<file path="src/rtl/oc_pkg.sv">
// Package: shared encodings for the output-compare channel.
// Assumes: the mode field is two bits wide and decoded only by oc_refgen.
package oc_pkg;
    typedef enum logic [1:0] {
        OC_SET    = 2'b00,
        OC_CLEAR  = 2'b01,
        OC_TOGGLE = 2'b10,
        OC_HOLD   = 2'b11
    } oc_mode_e;
endpackage

</file>
<file path="src/rtl/oc_timebase.sv">
// Module: up-counter that wraps to zero after the reload value.
// Assumes: reload may change at any time. If it is lowered below the
// current count, the counter runs up to its all-ones value and rolls over.
module oc_timebase #(
    parameter int CNT_W = 16
) (
    input  logic             clk,
    input  logic             rst_n,
    input  logic             run,
    input  logic [CNT_W-1:0] reload,
    output logic [CNT_W-1:0] count,
    output logic             wrap
);
    logic [CNT_W-1:0] cnt_q;

    assign wrap  = run && (cnt_q == reload);
    assign count = cnt_q;

    // Advance, wrap or hold the count.
    always_ff @(posedge clk) begin
        if (!rst_n) begin
            cnt_q <= '0;
        end else if (run) begin
            cnt_q <= wrap ? '0 : cnt_q + 1'b1;
        end
    end

    // a wrap returns the count to zero
    p_wrap_zero_r1: assert property (@(posedge clk) disable iff (!rst_n)
        (run && cnt_q == reload) |=> (cnt_q == '0));
    // a stopped counter keeps its value
    p_hold_stopped_r1: assert property (@(posedge clk) disable iff (!rst_n)
        !run |=> $stable(cnt_q));
    // otherwise the count steps by one
    p_step_r1: assert property (@(posedge clk) disable iff (!rst_n)
        (run && cnt_q != reload) |=> (cnt_q == CNT_W'($past(cnt_q) + 1'b1)));
endmodule

</file>
<file path="src/rtl/oc_compare.sv">
// Module: active and shadow compare registers plus the match detector.
// Assumes: a direct write outranks a pending shadow transfer in the same
// clock. A shadow write landing on the wrap clock stays pending for the
// following wrap.
module oc_compare #(
    parameter int CNT_W = 16
) (
    input  logic             clk,
    input  logic             rst_n,
    input  logic             run,
    input  logic [CNT_W-1:0] count,
    input  logic             wrap,
    input  logic             wr,
    input  logic [CNT_W-1:0] wdata,
    input  logic             shadow_en,
    output logic [CNT_W-1:0] active,
    output logic             hit
);
    logic [CNT_W-1:0] active_q;
    logic [CNT_W-1:0] shadow_q;
    logic             pending_q;
    logic             direct_wr;
    logic             staged_wr;

    assign direct_wr = wr && !shadow_en;
    assign staged_wr = wr && shadow_en;
    assign active    = active_q;
    assign hit       = run && (count == active_q);

    // Load the active value directly or from the shadow at the wrap.
    always_ff @(posedge clk) begin
        if (!rst_n) begin
            active_q  <= '0;
            shadow_q  <= '0;
            pending_q <= 1'b0;
        end else if (direct_wr) begin
            active_q  <= wdata;
            pending_q <= 1'b0;
        end else begin
            if (wrap && pending_q) begin
                active_q  <= shadow_q;
                pending_q <= 1'b0;
            end
            if (staged_wr) begin
                shadow_q  <= wdata;
                pending_q <= 1'b1;
            end
        end
    end

    // a direct write is active on the next clock
    p_direct_load_r8: assert property (@(posedge clk) disable iff (!rst_n)
        direct_wr |=> (active_q == $past(wdata)));
    // a staged write leaves the active value alone away from a wrap
    p_staged_defer_r9: assert property (@(posedge clk) disable iff (!rst_n)
        (staged_wr && !wrap) |=> $stable(active_q));
    // a pending value moves across at the wrap
    p_transfer_r9: assert property (@(posedge clk) disable iff (!rst_n)
        (wrap && pending_q && !direct_wr) |=> (active_q == $past(shadow_q)));
endmodule

</file>
<file path="src/rtl/oc_refgen.sv">
// Module: reference level updated on each compare hit per the mode field.
// Assumes: hit is already qualified by the counter run enable.
module oc_refgen
    import oc_pkg::*;
(
    input  logic       clk,
    input  logic       rst_n,
    input  logic       hit,
    input  logic [1:0] mode,
    output logic       ref_q
);
    oc_mode_e mode_e;
    assign mode_e = oc_mode_e'(mode);

    // Apply the selected action when the compare hits.
    always_ff @(posedge clk) begin
        if (!rst_n) begin
            ref_q <= 1'b0;
        end else if (hit) begin
            unique case (mode_e)
                OC_SET:    ref_q <= 1'b1;
                OC_CLEAR:  ref_q <= 1'b0;
                OC_TOGGLE: ref_q <= !ref_q;
                OC_HOLD:   ref_q <= ref_q;
                default:   ref_q <= ref_q;
            endcase
        end
    end

    // set mode drives the level high
    p_set_r2: assert property (@(posedge clk) disable iff (!rst_n)
        (hit && mode == 2'b00) |=> ref_q);
    // clear mode drives the level low
    p_clear_r2: assert property (@(posedge clk) disable iff (!rst_n)
        (hit && mode == 2'b01) |=> !ref_q);
    // toggle mode inverts the level
    p_toggle_r3: assert property (@(posedge clk) disable iff (!rst_n)
        (hit && mode == 2'b10) |=> (ref_q != $past(ref_q)));
    // hold mode and idle clocks keep the level
    p_hold_r4: assert property (@(posedge clk) disable iff (!rst_n)
        (!hit || mode == 2'b11) |=> $stable(ref_q));
endmodule

</file>
<file path="src/rtl/oc_outstage.sv">
// Module: one output pin stage with polarity and enable.
// Assumes: INVERT selects the complementary sense of the reference.
// A disabled pin rests at 0.
module oc_outstage #(
    parameter bit INVERT = 1'b0
) (
    input  logic ref_lvl,
    input  logic pol,
    input  logic en,
    output logic pin
);
    // Gate the polarity-adjusted reference onto the pin.
    always_comb begin
        pin = en ? (ref_lvl ^ INVERT ^ pol) : 1'b0;
    end
endmodule

</file>
<file path="src/rtl/oc_channel.sv">
// Module: top of the output-compare channel. It ties together the
// timebase, the compare registers, the reference generator, two pin
// stages, the sticky match flag and the DMA pulse.
// Assumes: all inputs are synchronous to clk; flag_clr is a pulse.
module oc_channel #(
    parameter int CNT_W = 16
) (
    input  logic             clk,
    input  logic             rst_n,
    input  logic             cnt_en,
    input  logic [CNT_W-1:0] reload_val,
    input  logic             cmp_wr,
    input  logic [CNT_W-1:0] cmp_wdata,
    input  logic             shadow_en,
    input  logic [1:0]       mode,
    input  logic             main_pol,
    input  logic             main_en,
    input  logic             comp_pol,
    input  logic             comp_en,
    input  logic             irq_en,
    input  logic             dma_en,
    input  logic             flag_clr,
    output logic [CNT_W-1:0] count,
    output logic             ref_out,
    output logic             out_main,
    output logic             out_comp,
    output logic             match_flag,
    output logic             irq,
    output logic             dma_req
);
    localparam int NUM_PINS = 2;

    logic             wrap;
    logic             hit;
    logic [CNT_W-1:0] active_cmp;
    logic             ref_lvl;
    logic             flag_q;
    logic             dma_q;
    logic [NUM_PINS-1:0] pol_v;
    logic [NUM_PINS-1:0] en_v;
    logic [NUM_PINS-1:0] pin_v;

    oc_timebase #(.CNT_W(CNT_W)) u_timebase (
        .clk    (clk),
        .rst_n  (rst_n),
        .run    (cnt_en),
        .reload (reload_val),
        .count  (count),
        .wrap   (wrap)
    );

    oc_compare #(.CNT_W(CNT_W)) u_compare (
        .clk       (clk),
        .rst_n     (rst_n),
        .run       (cnt_en),
        .count     (count),
        .wrap      (wrap),
        .wr        (cmp_wr),
        .wdata     (cmp_wdata),
        .shadow_en (shadow_en),
        .active    (active_cmp),
        .hit       (hit)
    );

    oc_refgen u_refgen (
        .clk   (clk),
        .rst_n (rst_n),
        .hit   (hit),
        .mode  (mode),
        .ref_q (ref_lvl)
    );

    assign pol_v = {comp_pol, main_pol};
    assign en_v  = {comp_en, main_en};

    // Pin 0 follows the reference; pin 1 follows its inverse.
    for (genvar gi = 0; gi < NUM_PINS; gi++) begin : g_pin
        oc_outstage #(.INVERT(gi == 1)) u_stage (
            .ref_lvl (ref_lvl),
            .pol     (pol_v[gi]),
            .en      (en_v[gi]),
            .pin     (pin_v[gi])
        );
    end

    // Keep the sticky flag and issue the one-clock DMA pulse.
    always_ff @(posedge clk) begin
        if (!rst_n) begin
            flag_q <= 1'b0;
            dma_q  <= 1'b0;
        end else begin
            if (hit) begin
                flag_q <= 1'b1;
            end else if (flag_clr) begin
                flag_q <= 1'b0;
            end
            dma_q <= hit && dma_en;
        end
    end

    assign ref_out    = ref_lvl;
    assign out_main   = pin_v[0];
    assign out_comp   = pin_v[1];
    assign match_flag = flag_q;
    assign irq        = flag_q && irq_en;
    assign dma_req    = dma_q;

    // a match always leaves the flag set
    p_flag_set_r5: assert property (@(posedge clk) disable iff (!rst_n)
        hit |=> match_flag);
    // without a clear the flag stays set
    p_flag_sticky_r5: assert property (@(posedge clk) disable iff (!rst_n)
        (match_flag && !flag_clr) |=> match_flag);
    // a DMA pulse needs a match and the enable in the previous clock
    p_dma_cause_r7: assert property (@(posedge clk) disable iff (!rst_n)
        dma_req |-> ($past(hit) && $past(dma_en)));
    // with equal polarities the two enabled pins are opposite
    p_pins_opposite_r11: assert property (@(posedge clk) disable iff (!rst_n)
        (main_en && comp_en && main_pol == comp_pol) |-> (out_main != out_comp));
endmodule

</file>
<file path="config.mk">
export PLATFORM = sky130hd
export DESIGN_NAME = oc_channel
export DESIGN_NICKNAME = d
export VERILOG_FILES = /design/src/rtl/oc_pkg.sv /design/src/rtl/oc_timebase.sv /design/src/rtl/oc_compare.sv /design/src/rtl/oc_refgen.sv /design/src/rtl/oc_outstage.sv /design/src/rtl/oc_channel.sv
export SDC_FILE = /design/constraint.sdc
export NUM_CORES = 1
export LEC_CHECK = 0
export ABC_AREA = 1
export BUFFER_PORTS_ARGS = -buffer_cell sky130_fd_sc_hd__buf_2
export CAP_MARGIN = 25
export CORE_MARGIN = 5
export CORE_UTILIZATION = 35
export CTS_CLUSTER_DIAMETER = 80
export DETAILED_ROUTE_END_ITERATION = 10
export SYNTH_ARGS = -nofsm -noshare
export SYNTH_HDL_FRONTEND = slang
export SYNTH_SLANG_ARGS = --single-unit
export TNS_END_PERCENT = 1
</file>
<file path="constraint.sdc">
create_clock -name clk -period 1.55 [get_ports clk]
set_input_delay 0.155 -clock clk [delete_from_list [all_inputs] [get_ports clk]]
set_output_delay 0.155 -clock clk [all_outputs]
set_load 0.03 [all_outputs]
</file>
Word level (Yosys, flattened, before mapping)
Index checks and enable logic that the tools add are counted.

Bits in registers: 52. Word-level logic and storage cells: 45. Bits in latches: 0. Input bits: 46. Memory bits (read-only): 0. Output and inout port bits: 22. Memory bits (writable): 0. Memories: 0.

Shift operators: 0. Add/subtract/negate cells: 1. $mul: 0. Bitwise gates (word level): 6. Div/mod/pow operators: 0. Muxes and demuxes: 10. Equal/unequal tests: 5. Reduce and logical (&&, ||, !) cells: 16. Order comparisons: 0.

Operators with widths (number): 2-to-1 mux 16 bit (3); equality test 16 bit (2); adder 16 x 1 -> 16 bit (second input constant) (1); logical AND 1 bit (7); 2-to-1 mux 1 bit (6); nonzero test 2 bit (3); equality test 2 bit (second input constant) (2); NOT 1 bit (4); AND reduction 2 bit (2); case mux 1 bit (3 select lines) (1); equality test 2 x 1 -> 1 bit (second input constant) (1); logical NOT 1 bit (2); logical NOT 2 bit (1); OR reduction 2 bit (1); bitwise XOR 1 bit (2).

Depth between registers and ports, before layout
Gate-level depths: netlist (run 1).

Depth in word-level cells: 5. Depth in mapped cells: 12.

By module
Synthesis (run 1) repeated with hierarchy kept, for this count alone.

Cell total of the unflattened synthesis: 473. Area total of the unflattened synthesis: 2950.3 um^2.

By module, submodules not included: oc_compare (seq. area each 660.6 um^2, area each 1616.6 um^2, cells each 242, times used 1); oc_timebase (seq. area each 320.3 um^2, area each 1166.1 um^2, cells each 202, times used 1); oc_channel (seq. area each 40.0 um^2, area each 73.8 um^2, cells each 10, times used 1); oc_refgen (seq. area each 20.0 um^2, area each 60.1 um^2, cells each 10, times used 1); oc_outstage (g_pin[1].u_stage) (seq. area each 0.0 um^2, area each 18.8 um^2, cells each 5, times used 1); oc_outstage (g_pin[0].u_stage) (seq. area each 0.0 um^2, area each 15.0 um^2, cells each 4, times used 1).

Worst setup path after synthesis (run 1)
No wires, ideal clock.

Kind: register -> register. Start: register u_timebase.cnt_q[10], in the netlist u_timebase.count[10]. End: register u_compare.active_q[0], in the netlist u_compare.active[0]. Setup slack: -0.100 ns. Stages on the path, launching flop included: 12. Data required time: 1.435 ns. Data arrival time: 1.534 ns. Buffers on the path: 2. Cell sequence: dfxtp_1 > buf_4 > nand2_1 > inv_2 > nor2_1 > nor2_1 > nand2_1 > nor2_4 > nand4_4 > buf_4 > a21oi_1 > nor2_1.

Cells in the longest elaborated chain, start to end: 4.

RTL lines: start: declaration (line oc_timebase.sv:14) `logic [CNT_W-1:0] cnt_q;`; start signal: assignment (line oc_timebase.sv:24) `cnt_q <= wrap ? '0 : cnt_q + 1'b1;`; equality test 16 bit (line oc_timebase.sv:16) `assign wrap = run && (cnt_q == reload);`; logical AND 1 bit (line oc_timebase.sv:16); logical AND 1 bit (line oc_compare.sv:40) `if (wrap && pending_q) begin`; nonzero test 2 bit (no line); end signal: assignment (line oc_compare.sv:37) `active_q <= wdata;`; end signal: assignment (line oc_compare.sv:41) `active_q <= shadow_q;`; end: declaration (line oc_compare.sv:19) `logic [CNT_W-1:0] active_q;`.

Every way passes these cells. A chain may end at the register's enable or synchronous reset.

Worst setup path after layout (run 1)
Start: register u_timebase.cnt_q[1], in the netlist u_timebase.count[1]. End: register u_compare.active_q[0], in the netlist u_compare.active[0].

Same word-level chain as after synthesis.

==> results of run 1 <==
-- per-layer routing --
| layer | share of wire (%) | GRT usage [%] |
|---|---|---|
| met3 | 5.2 | 3.04 |
| met4 | 0.85 | 3.89 |
| met2 | 44 | 22.5 |
| met5 | 0 | 0 |
| met1 | 50 | 22.1 |
-- through the flow --
stage | util, % | power (µW) | hold WS, ns
3_5_place_dp | 42.1 | 1990 | 0.389
3_3_place_gp | 42.1 | 1980 | 0.383
2_1_floorplan | - | 1810 | 0.272
6_report | 44.5 | 2920 | 0.0604
4_1_cts | 43.4 | 2960 | 0.0505
5_1_grt | 44.5 | 3100 | 0.0599
-- path summary, 6_finish.rpt --
path / end / slack (ns) / from / depth (start not counted)
max reg2reg: u_compare.active[0] / 0.05 / u_timebase.count[1] / 10
min: dma_req / 0.06 / dma_en / 3
max: u_compare.active[0] / 0.05 / u_timebase.count[1] / 10
min reg2reg: match_flag / 0.49 / match_flag / 2
-- sequential cells by signal, summed over array words and instances (netlist names) --
signal / flops
u_timebase.count: 16
u_compare.shadow_q: 16
u_compare.active: 16
u_compare.pending_q: 1
dma_req: 1
match_flag: 1
u_refgen.ref_q: 1
-- Yosys cell counts --
master,instances,area [µm²]
o32ai_1,1,8.76
nand3_2,10,100
or2_1,1,6.26
nor3_1,10,50.1
o21ai_0,40,200
nor2_2,3,18.8
o21ai_1,1,5.00
nand2_1,133,499
buf_4,4,30.0
nand2_2,1,6.26
nor2_1,58,218
xnor2_1,9,78.8
buf_2,4,20.0
buf_6,2,22.5
a21oi_1,39,195
dfxtp_1,52,1040
clkbuf_1,11,41.3
inv_2,9,33.8
nor4_1,1,6.26
inv_1,69,259
or2_0,1,6.26
ha_1,1,12.5
nand4_1,8,50.1
xor2_1,6,52.6
a211oi_1,1,7.51
nor2_4,1,11.3
nand4_4,1,21.3
nand3_1,20,100
-- power by group --
| group | total (µW) | leakage, µW | internal (µW) | switching, µW |
|---|---|---|---|---|
| Combinational | 529 | 0.00149 | 218 | 311 |
| Clock | 962 | 0.0000558 | 489 | 473 |
| Sequential | 1430 | 0.000436 | 1390 | 40.6 |
-- cell families (layout without fill, tap and decap cells) --
| group | count (synthesis) | count (layout) | share of synthesized area (%) |
|---|---|---|---|
| buf+inv | 99 | 173 | 13.1 |
| xor+xnor | 15 | 15 | 4.24 |
| flops | 52 | 52 | 33.6 |
| compound gates | 82 | 82 | 13.4 |
| simple gates | 248 | 248 | 35.3 |
| fa+ha+maj | 1 | 1 | 0.403 |
-- worst max-delay path, cell delays in order (launching register included) --
cell and delay (ns):
dfxtp_4 0.40, inv_2 0.05, nand2_1 0.05, nand2_1 0.05, nor2_1 0.11, nand2_1 0.09
nor2_4 0.12, nand4_4 0.12, buf_12 0.19, a21oi_1 0.14, nor2_1 0.06
-- layout make-up --
type / count / area share, %
sequential: 52 / 27.9
multi-input combinational: 346 / 44.4
clock buffer: 6 / 1.88
timing repair buffer: 87 / 13.6
clock inverter: 2 / 1.00
inverter: 78 / 7.59
tap: 108 / 3.50
-- repair_timing --
item	in CTS	in global routing
endpoints found under the setup margin	4	30
pin swaps	0	1
setup buffers	0	2
gates resized for setup	1	23
==> flow_summary.yaml, run 1 <==
detailed_routing:
  drt_wl_total_mm: 8.15
  viasPerCell: 4.65
  dr.pass1.iters: 5
  vias: 3158
  drt_iter0_drc: 97
  route.detailed.drc: 0
  detail-route-antenna-nets: 0
  wl_per_cell_um: 12.0
synth:
  ys_ff_latch: 52
  ys_warn_count: 0
  syn-cell-area_um2: 3100
  synth_fp_nets: 544
  ys_seq_area_share_pct: 33.6
  yosysUniqueCellTypes: 28
  syn_avg_cell_area_um2: 6.24
  synth_cells: 497
finish:
  fin_nets: 617
  layout_common_cells: "nand2_1, inv_1, buf_2"
  fin_cells: 679
  multiInputGateArea_um2: 1720
  design_area_um2: 3860
  fillCellCount: 936
  area_growth_pct: 24.4
  num_antenna_cells: 0
  register_area_um2: 1080
  drive_gt1_share_pct: 25.9
  final_common_cell: "nand2_1"
global_route:
  grt_first_pass_wirelength_mm: 13.7
  grt_max_degree: 65
  grt_pass1_vias: 2834
  gr-total-overflow: 0
  grtUsageTotal_pct: 15.1
  antenna_found_initial: 0
clock_tree:
  numCtsBuffers: 5
  path_clk_slew_ns: 0.10
  htree_num_levels: 2
  clock-root-buffer: "clkbuf_8"
  holdBufCountCts: 0
  cts_tree: "done"
  cts_num_sinks: 52
  clock_latency_ns: 0.31
  cts.path.max_buffers: 2
sta:
  finalHoldViolCount: 0
  fin_ws_ns: 0.0536
  report.final.setup_viol: 0
  rsz0062_at_grt: "true"
  slew_viol_final: 0
  worst_slew_pin_slew_ns: 0.332
  min_period_ns: 1.50
  fin_setup_tns_ns: 0
  fin_crit_sh_pct: 96.5
  max-slew-margin-rel_pct: 77.9
  skew_ns: 0.00906
  timing.fmax_mhz: 668
floorplanning:
  die_y_um: 104
  ioPinCount: 68
  rows: 34
  die_w_um: 104
  core_region_area_um2: 8680
  die-area_um2: 10800
  start_util_pct: 35.7
run:
  cap_viol_max_count: 0
placed_design:
  place_area_um2: 3650
  hpwl_mm: 6.39
  numPortBuffers: 67
  gp_congestion: 0.880
  place_ws_ns: 0.00544
  place_inst: 669
worst_setup_path:
  startpoint_type: "flop"
  worst-setup-path-type: "flop to flop"
  endpoint_kind: "flop"
  cp_data_required_time_ns: 1.76
  crit_fanout: 32
  crit_arrival_ns: 1.70
power_and_ir_drop:
  p_leak_uw: 0.00198
  p_per_area_nw_per_um2: 757
  irDropWorstVdd_v: 0.000409
run_status:
  outcome: "finished clean"
min_path:
  hp-class: "input pin to flop"
Note: power is estimated with default switching activity, not from simulation.
==> run 2: changes to the inputs <==
--- a/config.mk
+++ b/config.mk
@@ -14,5 +14,6 @@
 export DETAILED_ROUTE_END_ITERATION = 10
 export SYNTH_ARGS = -nofsm -noshare
 export SYNTH_HDL_FRONTEND = slang
+export SYNTH_HIERARCHICAL = 1
 export SYNTH_SLANG_ARGS = --single-unit
 export TNS_END_PERCENT = 1
==> run 2 against run 1 <==
Compared with the run above: the run now ends with setup timing left; critical path type unchanged; register-to-register slack worse by 0.32 ns; synthesized cell count fell by 4.8%; worst setup slack got worse by 0.32 ns; clock-buffer cell count increased by 1; area after synthesis decreased by 4.9%; clock power decreased by 1%; die area fell by 4.4%; sequential power about the same; fmax shrank 18%; flip-flop and latch count stayed put; combinational power is 9.6% lower.
==> flow_summary.yaml, run 2 <==
sta:
  fin_crit_sh_pct: 117
  fin_setup_tns_ns: -3.30
  min_period_ns: 1.82
  worst_slew_pin_slew_ns: 0.494
  slew_viol_final: 0
  rsz0062_at_grt: "true"
  fin_ws_ns: -0.267
  timing.fmax_mhz: 550
  holdWs_ns: 0.0678
  max-slew-margin-rel_pct: 67.0
  finalHoldViolCount: 0
  skew_ns: 0.00645
  report.final.setup_viol: 18
placed_design:
  place_ws_ns: -0.332
  hpwl_mm: 6.59
  numPortBuffers: 67
  place_inst: 688
  gp_congestion: 0.825
clock_tree:
  htree_num_levels: 2
  cts_num_sinks: 52
  holdBufCountCts: 0
  path_clk_slew_ns: 0.09
  numCtsBuffers: 5
  clock_latency_ns: 0.30
  clock-root-buffer: "clkbuf_8"
  cts.path.max_buffers: 2
  cts_tree: "done"
min_path:
  hp-class: "input pin to flop"
power_and_ir_drop:
  combPwrFrac_pct: 16.8
  p_per_area_nw_per_um2: 683
  irDropWorstVdd_v: 0.000487
  pwr-share-seq_pct: 49.8
  p_leak_uw: 0.00200
  p_clk_share_pct: 33.4
  swShare_pct: 26.5
  p_switching_uw: 753
  p_int_uw: 2090
detailed_routing:
  route.detailed.drc: 0
  viasPerCell: 4.57
  drt_wl_total_mm: 8.34
  wl_per_cell_um: 11.9
  dr.pass1.iters: 4
  vias: 3202
  detail-route-antenna-nets: 0
  drt_iter0_drc: 87
global_route:
  grt_pass1_vias: 3024
  grtUsageTotal_pct: 16.2
  gr-total-overflow: 0
  grt_first_pass_wirelength_mm: 13.7
  antenna_found_initial: 0
  grt_max_degree: 30
finish:
  final_common_cell: "nand2_1"
  layout_common_cells: "nand2_1, inv_1, buf_2"
  fin_nets: 643
  area_growth_pct: 41.2
  num_antenna_cells: 0
  fin_cells: 701
  drive_gt1_share_pct: 31.5
synth:
  yosysUniqueCellTypes: 31
  ys_seq_area_share_pct: 35.3
  synth_cells: 473
  ys_ff_latch: 52
  async_flop_share_pct: 0
  yosysTopAreaCell: "dfxtp_1"
  ys_warn_count: 6
  synth_top_area_share_pct: 35.3
  synth_common_cells: "nand2_1, inv_1, nor2_1, dfxtp_1, o21ai_0"
  yosysMostFrequentCell: "nand2_1"
  syn_avg_cell_area_um2: 6.24
  synth-main-ff-cell: "dfxtp_1"
  syn-cell-area_um2: 2950
  synth.area.top_cells: "dfxtp_1, nand2_1, inv_1"
  synth-edff-count: 0
  synth_fp_nets: 520
run_status:
  outcome: "complete, but fails checks"
  violations: "setup timing"
worst_setup_path:
  cp_data_required_time_ns: 1.79
  crit_arrival_ns: 2.05
  crit_fanout: 8
  startpoint_type: "flop"
  endpoint_kind: "flop"
  worst-setup-path-type: "flop to flop"
floorplanning:
  core_region_area_um2: 8220
  ioPinCount: 68
  start_util_pct: 35.9
  die_y_um: 102
  die_w_um: 102
  rows: 33
  die-area_um2: 10400
run:
  cap_viol_max_count: 0
run 2: worst paths after layout:
path	end	cells past startpoint	slack, ns	from
min reg2reg	u_compare/shadow_q[6]	2	0.45	u_compare/shadow_q[6]
max reg2reg	u_compare/active[15]	13	-0.27	u_timebase/count[2]
max	u_compare/active[15]	13	-0.27	u_timebase/count[2]
min	dma_req	3	0.07	dma_en
run 2: timing repair:
item | 4_1_cts | 5_1_grt
setup endpoints to repair | 16 | 36
gates cloned | 0 | 1
resized for setup | 8 | 37
pin swaps | 8 | 20
setup buffers | 2 | 3
run 2: power groups by stage:
stage	Combinational (µW)	Sequential, µW	Clock (µW)
after floorplan	256	1460	0
after global placement	433	1450	0
after detailed placement	439	1450	0
after CTS	444	1420	990
after global routing	537	1420	1050
final	478	1420	952
run 2: layout make-up:
cell class	instances	area, µm²
Fill cell	835	4050
Multi-Input combinational cell	325	1640
Sequential cell	52	1090
Timing Repair Buffer	128	863
Inverter	84	325
Tap cell	105	131
Clock buffer	7	119
run 2: cell families after synthesis:
group / share of synthesized area, %
xor+xnor: 3.86
simple gates: 32.6
flops: 35.3
buf+inv: 13.3
compound gates: 14.6
fa+ha+maj: 0.424
run 2: per-stage QoR:
step / cell area [µm²] / total power, µW / util, %
floorplan: 3010 / 1710 / -
global placement: 3830 / 1880 / 46.6
detailed placement: 3830 / 1890 / 46.6
CTS: 3980 / 2850 / 48.5
global route: 4170 / 3010 / 50.7
finish: 4170 / 2850 / 50.7
run 2: metal layers:
metal / vias to the layer above / GRT usage [%] / wire (µm) / share of wire (%)
met5: - / 0 / 0 / 0
met3: 12 / 2.39 / 406 / 4.9
met1: 1395 / 21.9 / 4000 / 48
li1: 1725 / - / - / -
met2: 70 / 27.6 / 3810 / 46
met4: 0 / 3.43 / 114 / 1.4
run 2: worst max-delay path, cell delays in order (launching register included):
cell and delay [ns]:
dfxtp_4 0.39, inv_4 0.04, nand2_4 0.07, nand2_4 0.06, nor4_4 0.29, nand2_2 0.11
nor2_4 0.15, nand2_4 0.10, inv_4 0.08, nor2_4 0.05, buf_12 0.14, nor2_4 0.07
o21ai_2 0.05, a21oi_1 0.14
